## src/rtl/sdiv_dual.sv

```systemverilog
module sdiv_dual #(
  parameter int W = 16
) (
  input  logic           clk,
  input  logic           rst_n,
  input  logic           start,
  input  logic           wide,
  input  logic [2*W-1:0] dividend,
  input  logic [W-1:0]   divisor,
  output logic           busy,
  output logic           done,
  output logic [W-1:0]   quotient,
  output logic [W-1:0]   remainder,
  output logic           ovf
);
  localparam int H  = W / 2;
  localparam int DW = 2 * W;
  localparam int CW = $clog2(W);

  typedef enum logic [1:0] {IDLE, RUN, FIN} st_t;
  st_t st;

  logic          mode_w, sd, sv;
  logic [W-1:0]  rem, quo, dvs;
  logic [CW-1:0] cnt;

  logic [DW-1:0] dvd_x, dvd_a;
  logic [W-1:0]  dvs_x, dvs_a, hi, lo;
  logic          early_ovf;

  assign dvd_x = wide ? dividend : {{W{dividend[W-1]}}, dividend[W-1:0]};
  assign dvs_x = wide ? divisor  : {{H{divisor[H-1]}}, divisor[H-1:0]};
  assign dvd_a = dvd_x[DW-1] ? -dvd_x : dvd_x;
  assign dvs_a = dvs_x[W-1]  ? -dvs_x : dvs_x;
  assign hi = wide ? dvd_a[DW-1:W] : {{H{1'b0}}, dvd_a[W-1:H]};
  assign lo = wide ? dvd_a[W-1:0]  : {dvd_a[H-1:0], {H{1'b0}}};
  assign early_ovf = (dvs_x == '0) || (hi >= dvs_a);

  logic [W:0]   t;
  logic         ge;
  logic [W-1:0] rem_n, quo_n;

  assign t     = {rem, quo[W-1]};
  assign ge    = t >= {1'b0, dvs};
  assign rem_n = ge ? (t[W-1:0] - dvs) : t[W-1:0];
  assign quo_n = {quo[W-2:0], ge};

  logic [W-1:0]  uq, half, qs, rs;
  logic          qneg, late_ovf;
  logic [CW-1:0] last;

  assign uq       = mode_w ? quo : {{H{1'b0}}, quo[H-1:0]};
  assign half     = mode_w ? {1'b1, {(W-1){1'b0}}} : {{H{1'b0}}, 1'b1, {(H-1){1'b0}}};
  assign qneg     = sd ^ sv;
  assign late_ovf = qneg ? (uq > half) : (uq >= half);
  assign qs       = qneg ? -uq : uq;
  assign rs       = sd ? -rem : rem;
  assign last     = mode_w ? CW'(W - 1) : CW'(H - 1);

  assign busy = (st != IDLE);

  always_ff @(posedge clk or negedge rst_n) begin
    if (!rst_n) begin
      st <= IDLE; done <= 1'b0; ovf <= 1'b0;
      quotient <= '0; remainder <= '0;
      mode_w <= 1'b0; sd <= 1'b0; sv <= 1'b0;
      rem <= '0; quo <= '0; dvs <= '0; cnt <= '0;
    end else begin
      done <= 1'b0;
      case (st)
        IDLE: if (start) begin
          if (early_ovf) begin
            ovf  <= 1'b1;
            done <= 1'b1;
          end else begin
            mode_w <= wide;
            sd     <= dvd_x[DW-1];
            sv     <= dvs_x[W-1];
            rem    <= hi;
            quo    <= lo;
            dvs    <= dvs_a;
            cnt    <= '0;
            st     <= RUN;
          end
        end
        RUN: begin
          rem <= rem_n;
          quo <= quo_n;
          cnt <= cnt + 1'b1;
          if (cnt == last) st <= FIN;
        end
        FIN: begin
          quotient  <= qs;
          remainder <= rs;
          ovf       <= late_ovf;
          done      <= 1'b1;
          st        <= IDLE;
        end
        default: st <= IDLE;
      endcase
    end
  end


  done_idle_chk: assert property (@(posedge clk) disable iff (!rst_n)
    done |-> !busy);

  busy_end_chk: assert property (@(posedge clk) disable iff (!rst_n)
    busy |=> (busy || done));

  hold_chk: assert property (@(posedge clk) disable iff (!rst_n)
    !done |-> ($stable(quotient) && $stable(remainder) && $stable(ovf)));

  zero_div_chk: assert property (@(posedge clk) disable iff (!rst_n)
    (start && !busy && dvs_x == '0) |=> (done && ovf && !busy));

  rem_sign_chk: assert property (@(posedge clk) disable iff (!rst_n)
    (done && !ovf && remainder != '0) |-> (remainder[W-1] == sd));
endmodule

```

## config.mk

```make
export PLATFORM = sky130hd
export DESIGN_NAME = sdiv_dual
export DESIGN_NICKNAME = d
export VERILOG_FILES = /design/src/rtl/sdiv_dual.sv
export SDC_FILE = /design/constraint.sdc
export NUM_CORES = 1
export LEC_CHECK = 0
export BUFFER_PORTS_ARGS = -buffer_cell sky130_fd_sc_hd__buf_4
export CAP_MARGIN = 20
export CORE_AREA = 2 2 123 125
export CTS_BUF_LIST = sky130_fd_sc_hd__clkbuf_16
export DETAILED_ROUTE_END_ITERATION = 8
export DIE_AREA = 0 0 125 127
export PLACE_DENSITY_LB_ADDON = 0.25
export SLEW_MARGIN = 0
export SYNTH_ARGS = -nofsm -noshare
export SYNTH_HDL_FRONTEND = slang
export SYNTH_SLANG_ARGS = --single-unit
```

## constraint.sdc

```tcl
create_clock -name clk -period 4.2 [get_ports clk]
set_input_delay 0 -clock clk [delete_from_list [all_inputs] [get_ports clk]]
set_output_delay 0 -clock clk [all_outputs]
set_load 0.01 [all_outputs]
```

# After elaboration in Yosys (flattened, before gate mapping)
# Cells that the tools add are included.
# op_classes
eq_ne,7
bitwise_logic,2
n_lt_le_gt_ge,4
muxes,32
reduce_logical,10
n_addsub,6
# op_table
op,n
$mux W16,13
$mux W32,2
$pmux W16 S2,2
$neg A16 Y16,3
$ge A16 B16 Y1,2
$neg A32 Y32,1
$ge A17 B16 Y1,1
$gt A16 B16 Y1,1
$logic_not A16 Y1,1
$sub A16 B16 Y16,1
$mux W4,3
$reduce_and A3 Y1,4
$ne A2 B2 Y1 const B,4
$pmux W4 S2,1
$mux W2,3
$reduce_bool A2 Y1,3
$mux W1,5
$add A4 B1 Y4 const B,1
$eq A4 B4 Y1,1
$pmux W1 S2,2
$pmux W2 S2,1
$eq A2 B1 Y1 const B,1
$eq A2 B2 Y1 const B,1
$logic_not A2 Y1,1
3 further kinds,3
# totals
output_inout_bits,35
input_bits,52
register_bits,91

# Depth between registers and ports, before layout
# Gate-level depths: netlist (run 1).
# depth
depth_word,9
mapped_depth,17
mapped_depth_nobuf,15

# Worst setup path before layout (run 1)
# Ideal clock, no wire load.
# synth_path
kind,input to register
from,input port dividend[10]
to,register quo[14]
n_path_buf,3
setup_time_ps,126
cell_stages,15
slack_ps,904
t_arrival_ps,3170
path_cell_list,buf_6 > or4_4 > or3_4 > o31ai_2 > xor2_1 > mux2i_1 > ha_1 > o21ai_0 > o21ai_0 > a211oi_1 > o211ai_2 > o21a_1 > buf_2 > buf_6 > a221o_1
# synth_via
elab_chain_cells,8
word_cells_on_any_way,12
cone_classes,add/sub: 1; order compare: 1; eq/ne: 1; mux: 7; reduce/logical: 2
# synth_lines
item,line_no,text
start: declaration,8,"input logic [2*W-1:0] dividend,"
$mux W32 (*),31,"assign dvd_x = wide ? dividend : {{W{dividend[W-1]}}, dividend[W-1:0]};"
$neg A32 Y32,33,assign dvd_a = dvd_x[DW-1] ? -dvd_x : dvd_x;
$mux W32 (*),33,
$mux W16,35,"assign hi = wide ? dvd_a[DW-1:W] : {{H{1'b0}}, dvd_a[W-1:H]};"
$ge A16 B16 Y1,37,assign early_ovf = (dvs_x == '0) || (hi >= dvs_a);
$logic_or A1 B1 Y1,37,
$ne A2 B2 Y1 (no source line),n/a,
$reduce_and A3 Y1 (no source line),n/a,
end signal: assignment,80,quo <= lo;
end signal: assignment,88,quo <= quo_n;
end: declaration,24,"logic [W-1:0] rem, quo, dvs;"
# Every way passes the cells marked *; elsewhere a longest branch is shown, timed or not. The select of a mux whose other input is x is not followed.
# A chain may end at the register's enable or synchronous reset.

# Worst setup path after layout (run 1)
# layout_path
from,input port dividend[0]
to,register cnt[3]
# layout_via
elab_chain_cells,8
# layout_lines
item,line_no,text
$mux W32,31,
$neg A32 Y32,33,
$mux W32,33,
$mux W16,35,
$ge A16 B16 Y1,37,
$logic_or A1 B1 Y1,37,
$ne A2 B2 Y1 (no source line),n/a,
$reduce_and A3 Y1 (no source line),n/a,
end signal: assignment,89,cnt <= cnt + 1'b1;
end: declaration,25,logic [CW-1:0] cnt;
# No other way between the ends.

==> reports/metrics.yaml, run 1 <==
status: "complete, no violations"
num-nets-final: 1005
slew_headroom_pct: 35.43
dieWidth_um: 125
viasPerCell: 5.853
layout.cells.non_filler: 1103
powerDensity_nw_per_um2: 749.3
finalCritPeriodShare_pct: 94.83
dr.pass1.iters: 6
cp-start-kind: "input port"
synth_nets: 934
ys_ff_latch: 91
worstMarginPinSlew_ns: 0.9651
vias: 6456
syn_area_per_cell_um2: 8.356
arrival_ns: 4.26
synth-edff-count: 0
cts.sink_count: 91
pwr-share-comb_pct: 57.8
ys_types: 77
detailed_place.area_um2: 7841
min_path_cells: 3
cts_setup_buffers: 0
clk_pin_slew_ns: 0.07
layout_min_cycle_time_ns: 3.983
clock_power_share_pct: 13.4
synth_top_flop_cell: "dfrtp_1"
hold_viol_final: 0
cp.depth: 18
gr-usage-all-layers_pct: 23.63
ioPinCount: 87
cell_internal_pwr_w: 0.003352
r2r_cells: 9
yosysWarnings: 0
maxCapViolCount: 0
numCtsBuffers: 9
initial_utilization_pct: 48.84
crit_fanout: 23
dp_hpwl_mm: 14.54
async_reset_ff_share_pct: 100.0
grt_pass1_wl_mm: 30.43
fin_skew_ns: 0.008036
cts_tree: "built"
worst_path_max_delay_cell: "dlygate4sd3_1"
cts_root_buf: "clkbuf_16"
peakVddDrop_mv: 0.3376
place_inst: 1085
crit_required_ns: 4.48
yosysMostFrequentCell: "nand2_1"
crit_chain: "dlygate4sd3_1 -> buf_4 -> inv_1 -> ha_1 -> nor4b_1 -> nand4_1 -> o21ai_0 -> xor2_1 -> a21oi_1 -> ha_1 -> nand2_1 -> nor3_1 -> a211oi_1 -> o211ai_2 -> o21a_1 -> buf_4 -> or3_1 -> a21oi_1"
yosys-top-cells-count: "nand2_1, o21ai_0, dfrtp_1"
drc: 0
path_class: "input port to register"
cts_buffer_depth: 2
wl_mm: 18.80
critPathTopFamily: "compound AO/OA/AOI/OAI gates"
end_kind: "register"
num_rows: 44
die_y_um: 127
synth_area_leader_cell: "dfrtp_1"
die_area_um2: 15880
slew_violations: 0
cp_num_buf_inv: 4
core-area_um2: 14420
wl_per_cell_um: 17.04
switchingPower_w: 0.002769
cts.htree.levels: 3
hold_class: "input port to register"
utilization_pct: 56.64
gp_congestion: 0.9639
grt_pass1_vias: 5978
postLayoutCellArea_um2: 8169
io_buffers: 86
synth_area_um2: 7044
fillers: 1359
seq_power_share_pct: 28.8
antenna_found_initial: 0
setup_tns_ns: 0
drive_gt1_share_pct: 16.00
synth_area_leaders: "dfrtp_1, o21ai_0, ha_1, nand2_1, xnor2_1"
synth-seq-area-share_pct: 32.33
swShare_pct: 45.23
cpPeakStageDelay_ns: 0.53
fmax_mhz: 251.1
synth_top_area_share_pct: 32.33
overflow: 0
setup_viol: 0
n_antenna_cell: 0
clkLatencyLatePin_ns: 0.35
grt_max_degree: 66
synthCells: 843
synthToLayoutAreaGrowth_pct: 15.97
rsz0062_at_grt: "no"
power_leakage_nw: 3.634
ant_nets: 0
drt_iter0_markers: 506
-- metrics by stage --
stage	worst slack (ns)	hold WS, ns	total power (W)
finish	0.2172	0.001441	0.006121
global placement	0.4725	0.003327	0.005204
CTS	0.2543	0.0007591	0.006108
global route	0.01554	0.03220	0.006638
floorplan	0.9039	-0.2956	0.004247
detailed placement	0.3933	0.01259	0.005270
-- worst reg2reg max path, stage by stage (launching register included) --
cell and delay, ns:
dfrtp_1 0.51, ha_1 0.40, or2_1 0.26, a21oi_2 0.31
or3_1 0.18, o21ba_1 0.17, nor3b_4 0.29, buf_4 0.29
mux2_2 0.36, o221ai_1 0.17
-- placed cells by master, fill, tap and decap left out, types with 14 or more instances in the layout --
cell     count
xor2_1      38
a22oi_1     14
dfrtp_1     91
a21oi_1     40
ha_1        38
inv_1       36
mux2i_1     18
nor3_1      14
o21ai_0     96
buf_4      101
xnor2_1     40
nand2_1    116
nor2_1      61
-- state kept, by name, summed over array words and instances (netlist names) --
register and count:
cnt 4, done 1, dvs 16, mode_w 1, ovf 1, quo 16, quotient 16, rem 16
remainder 16, sd 1, st 2, sv 1
-- layer usage --
metal / wire, um / vias to the layer above / global-route usage (%)
li1: - / 3176 / -
met1: 8926 / 3032 / 34.75
met2: 8223 / 222 / 36.35
met3: 1335 / 26 / 3.936
met4: 308 / 0 / 6.275
met5: 0 / - / 0
-- power groups by stage --
stage               clock (W)  sequential, W  combinational [W]
floorplan                   0        0.00163            0.00262
global placement            0        0.00175            0.00345
detailed placement          0        0.00177            0.00350
CTS                  0.000836        0.00175            0.00352
global route         0.000869        0.00182            0.00395
finish               0.000821        0.00176            0.00354
-- layout make-up --
type | count | area [um^2] | share of cell area, %
Clock buffer | 9 | 225.2 | 2.757
Clock inverter | 7 | 75.07 | 0.9190
Inverter | 36 | 135.1 | 1.654
Multi-Input combinational cell | 673 | 4448 | 54.45
Sequential cell | 91 | 2277 | 27.88
Tap cell | 184 | 230.2 | 2.818
Timing Repair Buffer | 103 | 778.2 | 9.527
-- worst paths after layout --
path	startpoint	to	slack, ns
setup / recovery	dividend[0]	cnt[3]	0.22
hold / removal	divisor[14]	dvs[15]	0.001
setup reg to reg	rem[9]	rem[0]	1.17
hold reg to reg	remainder[1]	remainder[1]	0.48
max in group asynchronous	rst_n	dvs[6]	3.00
min in group asynchronous	rst_n	quotient[1]	0.16
-- cells by family (layout without fill, tap and decap cells) --
family / after synthesis / count (layout) / synth area share [%]
simple gates: 284 / 284 / 19.75
compound gates: 249 / 249 / 23.16
flops: 91 / 91 / 32.33
buf+inv: 79 / 155 / 4.671
xor+xnor: 78 / 78 / 9.698
fa+ha+maj: 39 / 39 / 7.034
mux: 23 / 23 / 3.357
-- repair_timing --
| action | CTS | global route |
|---|---|---|
| hold buffers | 2 | 0 |
| resized for setup | 0 | 3 |
| hold endpoints to repair | 41 | 0 |
| endpoints found under the setup margin | 0 | 11 |
Note: power is estimated with default switching activity, not from simulation.
==> inputs of run 2 (changes only) <==
--- a/config.mk
+++ b/config.mk
@@ -7,10 +7,10 @@
 export LEC_CHECK = 0
 export BUFFER_PORTS_ARGS = -buffer_cell sky130_fd_sc_hd__buf_4
 export CAP_MARGIN = 20
-export CORE_AREA = 2 2 123 125
+export CORE_AREA = 2 2 171 173
 export CTS_BUF_LIST = sky130_fd_sc_hd__clkbuf_16
 export DETAILED_ROUTE_END_ITERATION = 8
-export DIE_AREA = 0 0 125 127
+export DIE_AREA = 0 0 173 175
 export PLACE_DENSITY_LB_ADDON = 0.25
 export SLEW_MARGIN = 0
 export SYNTH_ARGS = -nofsm -noshare
==> reports/metrics.yaml, run 2 (synthesis gave the netlist of run 1 again) <==
synthToLayoutAreaGrowth_pct: 20.14
fmax_mhz: 257.2
hold_viol_final: 0
overflow: 0
ant_nets: 0
slew_violations: 0
grt_pass1_wl_mm: 35.51
gr-usage-all-layers_pct: 14.67
power_leakage_nw: 3.649
final_cell_mix: "nand2_1, buf_4, o21ai_0, dfrtp_1, nor2_1"
io_buffers: 86
min_path_cells: 3
numCtsBuffers: 9
powerDensity_nw_per_um2: 730.5
clkLatencyLatePin_ns: 0.35
dr.pass1.iters: 5
holdCritStartpoint: "divisor[14]"
cp-start-kind: "input port"
clock_power_share_pct: 12.2
cts.htree.levels: 3
hold-path-endpoint: "dvs[15]"
setup_tns_ns: 0
finalCritPeriodShare_pct: 92.56
initial_utilization_pct: 24.81
wl_mm: 22.02
setup_viol: 0
maxCapViolCount: 0
switchingPower_w: 0.002881
vias: 6314
cts.sink_count: 91
r2r-end: "rem[9]"
worst_path_max_delay_cell: "dlygate4sd3_1"
drive_gt1_share_pct: 16.43
p_total_w: 0.006182
timing.reg2reg.setup_slack_ns: 0.96
status: "complete, no violations"
ioPinCount: 87
worstMarginPinSlew_ns: 1.042
multi_input_area_um2: 4454
grt_max_degree: 66
cell_internal_pwr_w: 0.003302
fin_skew_ns: 0.006976
gp_congestion: 0.8260
layout_commonest_cell: "nand2_1"
hold_class: "input port to register"
cts_buffer_depth: 2
r2r-start: "rem[9]"
critPathTopFamily: "compound AO/OA/AOI/OAI gates"
seq_power_share_pct: 29.0
dp_hpwl_mm: 17.34
layout_min_cycle_time_ns: 3.887
crit_fanout: 11
grt_pass1_vias: 6197
drt_iter0_markers: 476
place_inst: 1288
crit_top_cell: "o21ai_0"
slew_headroom_pct: 30.30
n_antenna_cell: 0
crit_chain: "dlygate4sd3_1 -> buf_4 -> inv_1 -> ha_1 -> nor4b_1 -> nand4_1 -> buf_4 -> o41ai_2 -> nand3_1 -> o21ai_0 -> ha_1 -> nand2_1 -> o21ai_0 -> o21ai_0 -> o211ai_2 -> o21a_1 -> buf_4 -> a22oi_1 -> o21ai_0"
antenna_found_initial: 0
viasPerCell: 4.824
path_class: "input port to register"
r2r_cells: 9
arrival_ns: 4.08
fillers: 3139
cts_tree: "built"
dieWidth_um: 173
clk_pin_slew_ns: 0.07
cts_root_buf: "clkbuf_16"
pwr-share-comb_pct: 58.8
crit_required_ns: 4.40
cp_num_buf_inv: 5
end_kind: "register"
die_area_um2: 30280
swShare_pct: 46.60
core-area_um2: 28390
cpPeakStageDelay_ns: 0.53
seq_area_um2: 2277
num_rows: 62
layout.cells.non_filler: 1309
drc: 0
wl_per_cell_um: 16.82
die_y_um: 175
num-nets-final: 1011
peakVddDrop_mv: 0.2709
[run 2: cell count changes in the layout (fill, tap and decap cells not counted)]
cell	before	now
buf_4	101	105
inv_6	2	0
clkinvlp_4	0	3
clkinv_1	0	1
o21ai_0	96	97
clkinv_4	2	1
a221oi_2	1	2
bufinv_16	1	0
buf_16	0	1
o21ai_1	4	3
a221oi_1	2	1
dlygate4sd3_1	2	3
[run 2: worst reg2reg max path: stages (launching register included)]
cell and delay, ns:
dfrtp_1 0.52, ha_1 0.40, or2_1 0.26, a21oi_2 0.31
or3_1 0.18, o21ba_1 0.17, nor3b_4 0.37, buf_4 0.27
mux2_2 0.36, a221o_1 0.29
[run 2: worst max-delay path by stage]
stage                 start  endpoint  slack [ns]  cells after the start
4_1_cts         dividend[0]   rem[12]        0.20                     18
3_5_place_dp   dividend[12]    rem[5]        0.37                     15
3_3_place_gp     divisor[2]    rem[5]        0.36                     16
6_report        dividend[0]    rem[5]        0.31                     19
5_1_grt         dividend[0]    rem[5]     -0.0004                     19
2_1_floorplan  dividend[10]   quo[14]        0.90                     15
[run 2: what timing repair did]
action                                  CTS  global route
gates resized for setup                   0             3
setup buffers                             0             1
hold buffers                              3             0
endpoints found under the setup margin    0            42
hold endpoints to repair                 52             0
[run 2: final cells by class]
cell class | instances | share of cell area [%]
clock buffers | 9 | 2.661
clock inverters | 7 | 0.5322
inverters | 36 | 1.597
multi-input cells | 673 | 52.63
flip-flops and latches | 91 | 26.91
well taps | 384 | 5.677
repair buffers | 109 | 9.994
[run 2: layer usage]
layer,track usage (%),part of all wire (%),vias to the layer above
li1,-,-,3197
met1,22.54,52,2948
met2,21.58,42,155
met3,2.285,5.0,14
met4,2.684,0.89,0
met5,0,0,-
[run 2: metrics by stage]
step	hold WS (ns)	utilization, %	instance area (um^2)	worst slack, ns
after floorplan	-0.2956	-	7044	0.9039
after global placement	0.08747	28.58	8114	0.3580
after detailed placement	0.08327	28.58	8114	0.3747
after CTS	0.006420	29.64	8414	0.1982
after global routing	0.03140	29.81	8463	-0.0003628
final	0.01015	29.81	8463	0.3125
[run 2: power by group through the flow]
stage,Combinational [W],Sequential (W),Clock [W]
floorplan,0.00262,0.00163,0
global placement,0.00361,0.00180,0
detailed placement,0.00363,0.00181,0
CTS,0.00365,0.00179,0.000782
global route,0.00410,0.00186,0.000820
finish,0.00363,0.00179,0.000756
